$ cat config.mk
export PLATFORM = sky130hd
export DESIGN_NAME = cmp_timer
export DESIGN_NICKNAME = d
export VERILOG_FILES = /design/src/rtl/cmp_timer.sv
export SDC_FILE = /design/constraint.sdc
export NUM_CORES = 1
export LEC_CHECK = 0
export CORE_MARGIN = 1
export CORE_UTILIZATION = 55
export DETAILED_ROUTE_END_ITERATION = 10
export PLACE_DENSITY = 0.79
export SYNTH_ARGS = -nofsm -noshare
export SYNTH_HDL_FRONTEND = slang
export SYNTH_SLANG_ARGS = --single-unit
export TNS_END_PERCENT = 50
$ cat constraint.sdc
create_clock -name clk -period 2.1 [get_ports clk]
set_input_delay 0.42 -clock clk [delete_from_list [all_inputs] [get_ports clk]]
set_output_delay 0.42 -clock clk [all_outputs]
set_load 0.1 [all_outputs]
$ cat src/rtl/cmp_timer.sv
module cmp_timer #(
  parameter int W     = 8,
  parameter int PRE_W = 10,
  parameter int SH0   = 10,
  parameter int SH1   = 6,
  parameter int SH2   = 4,
  parameter int SH3   = 1
) (
  input  logic         clk,
  input  logic         rst_n,
  input  logic         wr_en,
  input  logic [1:0]   addr,
  input  logic [W-1:0] wdata,
  output logic [W-1:0] rdata,
  output logic         irq,
  output logic         tout
);
  localparam logic [PRE_W-1:0] ONES = {PRE_W{1'b1}};
  localparam logic [PRE_W-1:0] M0 = ONES >> (PRE_W - SH0);
  localparam logic [PRE_W-1:0] M1 = ONES >> (PRE_W - SH1);
  localparam logic [PRE_W-1:0] M2 = ONES >> (PRE_W - SH2);
  localparam logic [PRE_W-1:0] M3 = ONES >> (PRE_W - SH3);

  logic [7:0]       mode_q;
  logic [W-1:0]     ref_q, cnt_q;
  logic [PRE_W-1:0] pre_q, sel_mask;
  logic             flag_q, ie_q, tol_q;

  always_comb begin
    case (mode_q[5:4])
      2'd0:    sel_mask = M0;
      2'd1:    sel_mask = M1;
      2'd2:    sel_mask = M2;
      default: sel_mask = M3;
    endcase
  end

  wire run     = mode_q[2] & mode_q[6] & ~mode_q[7];
  wire tick    = run && ((pre_q & sel_mask) == sel_mask);
  wire wr_mode = wr_en && addr == 2'd0;
  wire start   = wr_mode && wdata[3];
  wire hit     = tick && cnt_q == ref_q;

  always_ff @(posedge clk or negedge rst_n) begin
    if (!rst_n) begin
      mode_q <= '0;
      ref_q  <= '0;
      cnt_q  <= '0;
      pre_q  <= '0;
      flag_q <= 1'b0;
      ie_q   <= 1'b0;
      tol_q  <= 1'b0;
    end else begin
      pre_q <= start ? '0 : pre_q + 1'b1;
      if (wr_mode) mode_q <= {wdata[7:4], 1'b0, wdata[2], 2'b00};
      if (wr_en && addr == 2'd1) ref_q <= wdata;
      if (wr_en && addr == 2'd3) begin
        ie_q <= wdata[0];
        if (!wdata[1]) flag_q <= 1'b0;
      end
      if (start) begin
        cnt_q  <= '0;
        flag_q <= 1'b0;
        tol_q  <= 1'b0;
      end else if (hit) begin
        cnt_q  <= '0;
        flag_q <= 1'b1;
        tol_q  <= ~tol_q;
      end else if (tick) begin
        cnt_q  <= cnt_q + 1'b1;
      end
    end
  end

  always_comb begin
    case (addr)
      2'd0:    rdata = W'(mode_q);
      2'd1:    rdata = ref_q;
      2'd2:    rdata = cnt_q;
      default: rdata = W'({flag_q, ie_q});
    endcase
  end

  assign irq  = flag_q & ie_q;
  assign tout = tol_q;
endmodule


==> summary.md <==
| Metric | Value |
|---|---|
| Antenna viol nets, final | 0 |
| Initial detailed-routing violation count | slightly above 80 |
| Post-CTS setup buffer count | 0 |
| Total leakage power | 1.02 nW |
| Final setup fails | 0 |
| RSZ-0062 raised after global routing | no |
| Hold-fix buffers at CTS | 0 |
| Clock sink total | 34 |
| CTS tree | done |
| Min Hold Slack | approximately 470 ps |
| Max-Cap Viols | 0 |
| Post-DR wirelength/cell | between 15 and 20 um |
| Initial antenna violation count | 0 |
| Final instance area | ~2300 um^2 |
| Slew @ Worst Pin | approximately 470 ps |
| Critical Path AT | roughly 1500 ps |
| Gate count after technology mapping | roughly 170 |
| Synthesized area | approximately 1900 um^2 |
| Drt pass-1 iters | 4 |
| Vias per cell | ~5.8 |
| # IOs | 23 |
| Dpl hpwl | just over 3 mm |
| Die Y | ~60 um |
| Minimum clock period | between 1500 and 2000 ps |
| Number of global-route vias before repair | 1,369 |
| Die W | 60.0 um |
| Period utilization | between 90% and 100% |
| IR drop worst, VDD | 0.000615 V |
| Cell taking the most area after synthesis | dfrtp_1 |
| Most frequent cells in the layout | dfrtp_1 (34), nand2_1 (16), mux2_2 (16), xor2_1 (16), nor2_1 (14) |
| CP Max Fanout | 5 |
| Worst slack at placement | -99.1 ps |
| Synth area leaders | dfrtp_1 (46%), mux2_2 (9.7%), xor2_1 (7.6%), mux2i_1 (3.2%), nand2_1 (3.2%) |
| Remaining routing DRC violations | 0 |
| Power per cell area | roughly 880 nW/um^2 |
| Total CTS buffers | 5 |
| Clock skew | roughly 9.5 ps |
| Root buffer cell | clkbuf_4 |
| Commonest non-fill, non-tap cell in the layout | dfrtp_1 |
| Largest net degree at the start of global routing | 35 |
| Area of the die | around 3600 um^2 |
| CP required | approximately 1700 ps |
| Critical path endpoint category | output pin |
| Post-synthesis sequential area ratio | ~46% |
| Final RePlAce weighted congestion | ~0.88 |
| Final wirelength | about 4.1 mm |
| Final Hold Vio Count | 0 |
| Clock transition at the registers of the reported paths | approximately 100 ps |
| Placed instance area | 2240 um^2 |
| Yosys top cell area share | 45.9% |
| Post-synthesis net count | about 190 |
| Slew Limit Fails | 0 |
| Vias | between 1,000 and 1,500 |
| Synth Area per Inst | between 10 and 15 um^2 |
| Worst-case clock buffer depth | 2 |
| Status | completed |
| Layout cells sized above 1 | ~27% |
| Final non-filler cell total | 250 |
| Core Region | 3130 um^2 |
| Port Buffers | 22 |
| GRT Total Usage | between 20% and 30% |
| N_diodes | 0 |
| Netlist cell types | 39 |
| Util after Layout | 73.8% |
| Register bit total from synthesis | 34 |
| Post-CTS sizing | 3 |
| Post-layout nets | between 200 and 250 |
| Inst Count DP | approximately 240 |
| Num rows | 20 |
| Critical path launch point type | flop |
| Initial Util | roughly three fifths |
| Crit Path Category | flop to output pin |
| H-tree depth | 2 |
| HP Class | primary input to async pin |
| Final setup margin | 154 ps |
| First-pass GRT wire length | between 6 and 7 mm |
| Area Overhead vs Synth | 24.6% |
| Peak Freq | slightly above 500 MHz |
| Grt ovf | 0 |
| Worst slew margin | around two thirds |
| Ys Warns | 0 |
| Clock latency on the worst-skew pair | about 340 ps |
registers in the layout, summed over array words and instances, names as in the netlist:
signal	cells
flag_q	1
tout	1
pre_q	10
ref_q	8
mode_q	5
cnt_q	8
ie_q	1
synthesized netlist by cell type, drive strengths merged:
cell / n
nand2: 17
o22ai: 2
nor3b: 2
dfrtp: 34
nand3: 7
nand4: 5
a22oi: 1
a2111o: 1
or2: 1
xnor2: 1
ha: 2
mux2i: 6
a21oi: 10
mux2: 16
nor2: 15
and3: 2
o21ai: 8
buf: 4
a22o: 3
nor4: 2
xor2: 16
a31oi: 1
or3: 2
clkbuf: 2
and2: 4
nand4b: 1
nor3: 2
nor2b: 2
a32oi: 1
nand3b: 3
nand2b: 1
critical path, cell delays in order (launching register included):
cell and delay (ps):
dfrtp_1 470, mux2_2 290, a22o_1 260, buf_12 170
metrics by stage:
step | total power, mW | setup TNS [ps]
final | 2.02 | 0
after global routing | 2.12 | 0
after CTS | 2.03 | 0
after detailed placement | 1.65 | -378
after global placement | 1.61 | -167
after floorplan | 1.38 | -972
kinds of logic after synthesis:
family                   Yosys count  share of synthesized area (%)
AND/OR/NAND/NOR                   66                           20.9
flip-flops                        34                           45.9
AO/OA/AOI/OAI                     27                           8.98
multiplexers                      22                           13.0
XOR/XNOR                          17                           8.03
buffers and inverters              6                           1.89
adder cells (fa/ha/maj)            2                           1.35
metal layers:
layer | global-route usage [%] | wire length, um | part of all wire [%]
met1 | 35.8 | 1810 | 44
met2 | 41.7 | 2030 | 50
met3 | 8.66 | 189 | 4.6
met4 | 7.31 | 49 | 1.2
met5 | 0 | 0 | 0
final timing paths:
check	start	endpoint	slack [ps]	cells after the start
max	cnt_q[1]$_DFFE_PN0P_	rdata[1]	150	3
min	rst_n	cnt_q[4]$_DFFE_PN0P_	470	2
max reg2reg	pre_q[7]$_DFF_PN0_	cnt_q[5]$_DFFE_PN0P_	250	5
min reg2reg	mode_q[7]$_DFFE_PN0P_	mode_q[7]$_DFFE_PN0P_	550	1
max in group asynchronous	rst_n	ref_q[1]$_DFFE_PN0P_	1310	2
min in group clk	addr[1]	ie_q$_DFFE_PN0P_	520	3
final cells by class:
type / count / area (um^2)
Sequential cell: 34 / 851
Multi-Input combinational cell: 134 / 986
Fill cell: 207 / 820
Timing Repair Buffer: 30 / 357
Tap cell: 44 / 55.1
Clock inverter: 1 / 5.00
Clock buffer: 7 / 55.1
where the power goes:
part / switching [mW] / total [mW] / internal, mW
combinational: 0.415 / 0.715 / 0.301
sequential: 0.149 / 0.928 / 0.779
clock: 0.216 / 0.378 / 0.162
total: 0.780 / 2.02 / 1.24
Power figures use the tool's default switching activity.
